## src/rtl/repl_bank_pkg.sv

```systemverilog
package repl_bank_pkg;
  localparam int DW = 32;

  typedef enum logic [1:0] {
    OP_READ  = 2'd0,
    OP_WRITE = 2'd1,
    OP_RMW   = 2'd2,
    OP_READ2 = 2'd3
  } op_e;

  typedef enum logic [1:0] {
    A_STEER = 2'd0,
    A_LOCK  = 2'd1,
    A_DATA  = 2'd2,
    A_NONE  = 2'd3
  } addr_e;

  typedef struct packed {
    logic       mc;
    logic [7:0] grp;
    logic [7:0] inst;
  } steer_t;

  localparam steer_t STEER_RST = '{mc: 1'b1, grp: 8'd0, inst: 8'd0};

  function automatic logic [DW-1:0] steer_pack(steer_t s);
    return {s.mc, 15'd0, s.grp, s.inst};
  endfunction

  function automatic steer_t steer_unpack(logic [DW-1:0] w);
    steer_t s;
    s.mc   = w[31];
    s.grp  = w[15:8];
    s.inst = w[7:0];
    return s;
  endfunction
endpackage

```

## src/rtl/repl_steer_decode.sv

```systemverilog
module repl_steer_decode
  import repl_bank_pkg::*;
#(
  parameter int G  = 4,
  parameter int I  = 4,
  localparam int N  = G * I,
  localparam int NW = (N > 1) ? $clog2(N) : 1
) (
  input  steer_t          sel,
  input  logic [N-1:0]    present,
  output logic            hit,
  output logic [NW-1:0]   idx
);
  logic in_range;
  int unsigned flat;

  always_comb begin
    in_range = (int'(sel.grp) < G) && (int'(sel.inst) < I);
    flat     = int'(sel.grp) * I + int'(sel.inst);
    idx      = in_range ? NW'(flat) : '0;
    hit      = in_range ? present[idx] : 1'b0;
  end
endmodule

```

## src/rtl/repl_first_present.sv

```systemverilog
module repl_first_present #(
  parameter int N  = 16,
  localparam int NW = (N > 1) ? $clog2(N) : 1
) (
  input  logic [N-1:0]  present,
  output logic          found,
  output logic [NW-1:0] idx
);
  always_comb begin
    found = 1'b0;
    idx   = '0;
    for (int k = N - 1; k >= 0; k--) begin
      if (present[k]) begin
        found = 1'b1;
        idx   = NW'(k);
      end
    end
  end
endmodule

```

## src/rtl/repl_inst_array.sv

```systemverilog
module repl_inst_array #(
  parameter int N  = 16,
  parameter int DW = 32,
  localparam int NW = (N > 1) ? $clog2(N) : 1
) (
  input  logic          clk,
  input  logic          rst,
  input  logic [N-1:0]  present,
  input  logic          wr_all,
  input  logic          wr_one,
  input  logic [NW-1:0] wr_idx,
  input  logic [DW-1:0] wdata,
  input  logic [NW-1:0] rd_idx_a,
  input  logic [NW-1:0] rd_idx_b,
  output logic [DW-1:0] rd_data_a,
  output logic [DW-1:0] rd_data_b
);
  logic [DW-1:0] copies [N];

  for (genvar g = 0; g < N; g++) begin : g_copy
    logic sel_me;
    assign sel_me = present[g] && (wr_all || (wr_one && (wr_idx == NW'(g))));
    always_ff @(posedge clk) begin
      if (rst)         copies[g] <= '0;
      else if (sel_me) copies[g] <= wdata;
    end
  end

  assign rd_data_a = copies[rd_idx_a];
  assign rd_data_b = copies[rd_idx_b];
endmodule

```

## src/rtl/repl_lock.sv

```systemverilog
module repl_lock (
  input  logic clk,
  input  logic rst,
  input  logic take,
  input  logic give,
  output logic free
);
  logic held;

  assign free = !held;

  always_ff @(posedge clk) begin
    if (rst)       held <= 1'b0;
    else if (give) held <= 1'b0;
    else if (take) held <= 1'b1;
  end
endmodule

```

## src/rtl/repl_reg_bank.sv

```systemverilog
module repl_reg_bank
  import repl_bank_pkg::*;
#(
  parameter int G = 4,
  parameter int I = 4,
  localparam int N  = G * I,
  localparam int NW = (N > 1) ? $clog2(N) : 1
) (
  input  logic          clk,
  input  logic          rst,
  input  logic [N-1:0]  present,
  input  logic          req_valid,
  input  logic [1:0]    req_op,
  input  logic [1:0]    req_addr,
  input  logic [31:0]   req_wdata,
  input  logic [31:0]   req_clear,
  output logic          rsp_valid,
  output logic [31:0]   rsp_rdata
);
  op_e    op;
  addr_e  addr;
  steer_t steer_q;
  logic   do_rd, do_wr, do_rmw;
  logic   hit, any_present, lock_free;
  logic [NW-1:0] tgt_idx, first_idx;
  logic [DW-1:0] tgt_val, first_val, arr_wdata, rd_next;
  logic   wr_all, wr_one, data_wr;

  assign op     = op_e'(req_op);
  assign addr   = addr_e'(req_addr);
  assign do_wr  = req_valid && (op == OP_WRITE);
  assign do_rmw = req_valid && (op == OP_RMW);
  assign do_rd  = req_valid && (op == OP_READ || op == OP_READ2);
  assign data_wr = do_wr && (addr == A_DATA);

  repl_steer_decode #(.G(G), .I(I)) u_dec (
    .sel(steer_q), .present(present), .hit(hit), .idx(tgt_idx)
  );

  repl_first_present #(.N(N)) u_first (
    .present(present), .found(any_present), .idx(first_idx)
  );

  assign wr_all    = (data_wr && steer_q.mc) || (do_rmw && any_present);
  assign wr_one    = data_wr && !steer_q.mc && hit;
  assign arr_wdata = do_rmw ? ((first_val & ~req_clear) | req_wdata) : req_wdata;

  repl_inst_array #(.N(N), .DW(DW)) u_arr (
    .clk(clk), .rst(rst), .present(present),
    .wr_all(wr_all), .wr_one(wr_one), .wr_idx(tgt_idx), .wdata(arr_wdata),
    .rd_idx_a(tgt_idx), .rd_idx_b(first_idx),
    .rd_data_a(tgt_val), .rd_data_b(first_val)
  );

  repl_lock u_lock (
    .clk(clk), .rst(rst),
    .take(do_rd && addr == A_LOCK),
    .give(do_wr && addr == A_LOCK && req_wdata[0]),
    .free(lock_free)
  );

  // Selector: software writes, and the flag comes back after a unicast write.
  always_ff @(posedge clk) begin
    if (rst)                              steer_q <= STEER_RST;
    else if (do_wr && addr == A_STEER)    steer_q <= steer_unpack(req_wdata);
    else if (data_wr && !steer_q.mc)      steer_q.mc <= 1'b1;
  end

  always_comb begin
    rd_next = '0;
    if (do_rmw) begin
      rd_next = any_present ? first_val : '0;
    end else if (do_rd) begin
      case (addr)
        A_STEER: rd_next = steer_pack(steer_q);
        A_LOCK:  rd_next = {31'd0, lock_free};
        A_DATA:  rd_next = hit ? tgt_val : '0;
        default: rd_next = '0;
      endcase
    end
  end

  always_ff @(posedge clk) begin
    if (rst) begin
      rsp_valid <= 1'b0;
      rsp_rdata <= '0;
    end else begin
      rsp_valid <= req_valid;
      rsp_rdata <= rd_next;
    end
  end
endmodule

```

## config.mk

```make
export PLATFORM = sky130hd
export DESIGN_NAME = repl_reg_bank
export DESIGN_NICKNAME = d
export VERILOG_FILES = /design/src/rtl/repl_bank_pkg.sv /design/src/rtl/repl_steer_decode.sv /design/src/rtl/repl_first_present.sv /design/src/rtl/repl_inst_array.sv /design/src/rtl/repl_lock.sv /design/src/rtl/repl_reg_bank.sv
export SDC_FILE = /design/constraint.sdc
export NUM_CORES = 1
export LEC_CHECK = 0
export ABC_AREA = 1
export BUFFER_PORTS_ARGS = -buffer_cell sky130_fd_sc_hd__buf_2
export CAP_MARGIN = 20
export CORE_MARGIN = 3
export CORE_UTILIZATION = 33
export DETAILED_ROUTE_END_ITERATION = 6
export PLACE_DENSITY = 0.57
export SYNTH_ARGS = -nofsm -noshare
export SYNTH_HDL_FRONTEND = slang
export SYNTH_SLANG_ARGS = --single-unit
```

## constraint.sdc

```tcl
create_clock -name clk -period 3.8 [get_ports clk]
set_input_delay 0 -clock clk [delete_from_list [all_inputs] [get_ports clk]]
set_output_delay 0 -clock clk [all_outputs]
set_load 0.01 [all_outputs]
```

# == Word level (Yosys, flattened, before mapping) ==
# Memory sizes are Yosys's and may differ from the RTL's.
# Index checks and enable logic that the tools add are counted.
# word_totals
word_cells,230
in_bits,87
memories,1
output_inout_bits,33
regBits,51
ram_bits,512
# memory_table
memory,words,width,rd,rd_clocked_by_memory_dff,write_ports,line_no,text
u_arr.copies,16,32,2,0,16,repl_inst_array.sv:18,logic [DW-1:0] copies [N];
# op_classes
bitwise,19
n_eq_ne,20
n_reduce_logical,70
mux,110
n_addsub,1
order_cmp,3
# op_table
operator,n
two-way mux 32 bit,21
case mux 32 bit (3 select lines),1
two-way mux 1 bit,70
two-way mux 4 bit,17
logical AND 1 bit,45
bitwise AND 32 bit,1
== test 4 bit (second input constant),8
inverter 32 bit,1
OR 32 bit,1
logical OR 1 bit,18
== test 4 x 3 -> 1 bit (second input constant),4
less-than comparator 8 x 3 -> 1 bit (second input constant),2
OR 1 bit,16
== test 4 x 2 -> 1 bit (second input constant),2
== test 2 bit (second input constant),3
less-than comparator 4 x 5 -> 1 bit (second input constant),1
adder 4 bit,1
binary-select mux 1 bit (select 4 bit),1
== test 2 x 1 -> 1 bit (second input constant),2
== test 4 x 1 -> 1 bit (second input constant),1
zero test 2 bit,2
zero test 4 bit,1
zero test 1 bit,2
nonzero test 2 bit,1
OR reduction 2 bit,1

# == Logic depth before layout (Yosys ltp) ==
# depth
word_depth,24
ltp_mapped,25

# == By module ==
# Synthesis repeated with hierarchy kept, for this count alone.
# unflattened
cells_unflattened,4462
area_unflattened_um2,33382.0
# by_module_without_submodules
mod,seq_area_each_um2,cells_each,area_each_um2,instances
repl_inst_array,15374.7,3941,30118.9,1
repl_reg_bank,1001.0,399,2660.1,1
repl_steer_decode,0.0,66,351.6,1
repl_first_present,0.0,49,209.0,1
repl_lock,20.0,7,42.5,1

# == Least setup slack after synthesis ==
# No wires, ideal clock.
# synth_timing
path_type,reg-to-reg
start,register steer_q[3] (netlist bit)
end,memory u_arr.copies[8][0] (enable)
setup_time_ps,389
stages_incl_launch_ff,18
path_slack_ps,639
t_arrival_ps,2772
n_path_buf,2
cell_sequence,dfxtp_1 inv_2 nand2_1 nor4_2 nand2_2 a21oi_4 inv_2 buf_6 nand2_1 nand3_1 nand2_1 nand3_1 nor2_2 nand2_4 buf_6 o21ai_2 nand2_1 nand2_1
# synth_lines
item,line_no,text
from (decl),repl_reg_bank.sv:22,steer_t steer_q;
from (signal assigned),repl_reg_bank.sv:65,else if (do_wr && addr == A_STEER) steer_q <= steer_unpack(req_wdata);
to (decl),repl_inst_array.sv:18,

==> out/metrics.cfg <==
[run_status]
status=finished, final reports clean

[routing]
drtAntennaViolNets=0
firstDrtPassIters=6
finalWirelength_um=130000
viasPerCell=6.28
drc=0
wl_per_cell_um=28.2
num_vias=28900
drtIter0Drc=4130

[flow_run]
drv_cap=0

[cts]
clkTransAtPathRegs_ns=0.06
clockBufferDepth=3
cts_root_buf=clkbuf_16
clock_latency_ns=0.69
cts_tree=built
cts_sinks=563
cts_buffers=61
cts_max_level=2

[synthesis]
synth_top_area_share=0.508
yosysWarnings=0
yosysSeqAreaShare=0.542
yosysUniqueCellTypes=39
synthCells=3333
synth_top_cell_by_area=edfxtp_1
netlist_area_um2=30200
avgSynthCellArea_um2=9.07
synth_nets=3423
synth_area_leaders=edfxtp_1 (51%), nand3_1 (13%), a21oi_1 (8.0%)
synth.ff_latch_count=563

[placed_design]
dp_cells=4434
hpwl_um=70100
placed_area_um2=32600
place.gp.congestion=0.876
io_buffers=119

[sta]
finalHoldViolations=0
rsz0062_at_grt=no
layout_min_cycle_time_ns=3.56
maxSlewViolCount=0
max_freq_mhz=281
fin_crit_sh=0.936
setup_viol=0
maxSlewHeadroom=0.241
fin_tns_setup_ns=0
tightest_slew_ns=1.14
worst_clock_skew_ns=0.0645

[finish]
nets=3467
multi_input_area_um2=12200
layout-drive-gt1-share=0.150
instances_no_fill=4608
syn_to_final_growth_pct=16.7
nFillCells=8893
ff_latch_area_um2=16400
fin_area_um2=35300

[power]
p_sw_frac=0.276
peakVddDrop_mv=0.401
combPwrFrac=0.125
cell_internal_pwr_mw=11.2
switching_power_mw=4.26
leakagePower_nw=12.7
clkPwrFrac=0.408
powerDensity_nw_per_um2=438
total_power_mw=15.4
p_seq_frac=0.467

[min_path]
min_path_type=in2reg

[floorplan]
num_io_pins=120
core_area_um2=90400
die_h_um=309
std_cell_rows=110
initial_utilization=0.334
dieWidth_um=309
die_area_um2=95300

[setup_path]
critPathCaptureType=flip-flop
crit_required_ns=4.35
cp.arrival_ns=4.11
path_class=reg2reg
critPathMaxFanout=18
worstSetupStartpointType=flip-flop

[grt]
grt_first_pass_wirelength_um=186000
antenna_found_initial=3
grt_overflow=0
grt_max_degree=156
grt_pass1_vias=26900
track_usage=0.263

-- critical path: stages (launching register included) --
cell and delay, ns:
dfxtp_1 0.32, nor4_1 0.31, buf_4 0.19, nand2_2 0.08, buf_4 0.19, a21oi_4 0.18
inv_2 0.15, nand2_1 0.10, nand3_1 0.10, nand2_1 0.07, nand2_1 0.10, nor2_2 0.19
nand2_4 0.19, o21ai_2 0.24, nand3_4 0.11, buf_12 0.23, a21oi_2 0.12, dlygate4sd3_1 0.55
-- sequential cells by signal, indices dropped and copies added (netlist names) --
name,flops
u_arr.copies,512
rsp_rdata,32
steer_q,17
rsp_valid,1
u_lock.held,1
-- logic make-up (layout without fill, tap and decap cells) --
kind of cell	after synthesis	after routing	share of synthesized area
flops	563	563	0.542
fa+ha+maj	3	3	0.00124
simple gates	1366	1366	0.210
other cells	0	2	0
compound gates	984	984	0.185
xor+xnor	2	2	0.000579
buf+inv	415	512	0.0606
-- cell type report --
type                       instances  share of cell area
clock inverter                    34              0.0112
sequential                       563               0.465
multi-input combinational       2355               0.346
clock buffer                      82              0.0483
tap                             1176              0.0417
timing repair buffer             315              0.0786
inverter                          81             0.00893
antenna                            2            0.000142
-- worst paths after layout --
path | startpoint | end | slack [ns] | cells after the start
max | steer_q[11] | u_arr.copies[5][23] | 0.24 | 17
min reg2reg | steer_q[0] | steer_q[0] | 0.54 | 2
max reg2reg | steer_q[11] | u_arr.copies[5][23] | 0.24 | 17
min | req_clear[19] | u_arr.copies[5][19] | 0.02 | 5
-- metal layers --
metal | vias to the layer above | routed length, um | track usage
met5 | - | 13 | 0
met4 | 2 | 6350 | 0.119
met3 | 392 | 16400 | 0.0626
met2 | 2103 | 56800 | 0.396
met1 | 14000 | 50300 | 0.359
li1 | 12400 | - | -
-- through the flow --
stage / setup slack [ns] / utilization / hold slack (ns)
floorplan: 0.639 / - / 0.107
finish: 0.242 / 0.390 / 0.0184
global route: 0.0357 / 0.390 / 0.0251
detailed placement: 0.425 / 0.361 / 0.320
global placement: 0.472 / 0.360 / 0.319
CTS: 0.0398 / 0.390 / 0.000407
-- what timing repair did --
action / 4_1_cts / 5_1_grt
setup buffers: 0 / 1
hold endpoints to repair: 264 / 0
setup endpoints to repair: 0 / 3
gates resized for setup: 0 / 1
hold buffers: 55 / 0
-- cells in the mapped netlist (all sizes together) --
| cell type | instances |
|---|---|
| nand2 | 430 |
| xnor2 | 1 |
| inv | 62 |
| or2 | 1 |
| nand3b | 13 |
| a22oi | 4 |
| a31oi | 3 |
| o21ai | 162 |
| xor2 | 1 |
| a21oi | 564 |
| nor3 | 5 |
| o22ai | 249 |
| and3 | 7 |
| edfxtp | 512 |
| clkbuf | 186 |
| nor2 | 78 |
| ha | 3 |
| o211ai | 1 |
| nand3 | 810 |
| nand4 | 18 |
| buf | 148 |
| a311oi | 1 |
| nor4 | 4 |
| dfxtp | 51 |
| clkinv | 19 |
-- cells in the final DEF (no fill, tap or decap), types with 14 or more instances in the layout --
master           n
inv_1           54
nand2_2         19
clkbuf_16       61
buf_12          44
a21oi_2         80
nand2_1        405
clkinv_2        15
dlygate4sd3_1   55
edfxtp_1       512
buf_2          119
nand4_1         18
a21oi_1        482
nor2_1          72
nand3_1        793
buf_4           96
dfxtp_1         51
o22ai_1        249
o21ai_0        146
clkinv_1        23
nand3_2         14
-- power by group through the flow --
stage | registers, mW | logic, mW | clock network [mW]
after global routing | 7.24 | 2.02 | 6.56
after detailed placement | 7.34 | 1.82 | 0
final | 7.22 | 1.93 | 6.30
after CTS | 7.21 | 1.87 | 6.32
after global placement | 7.33 | 1.81 | 0
after floorplan | 7.30 | 1.03 | 0
No activity file was read; power rests on OpenSTA's default activity.
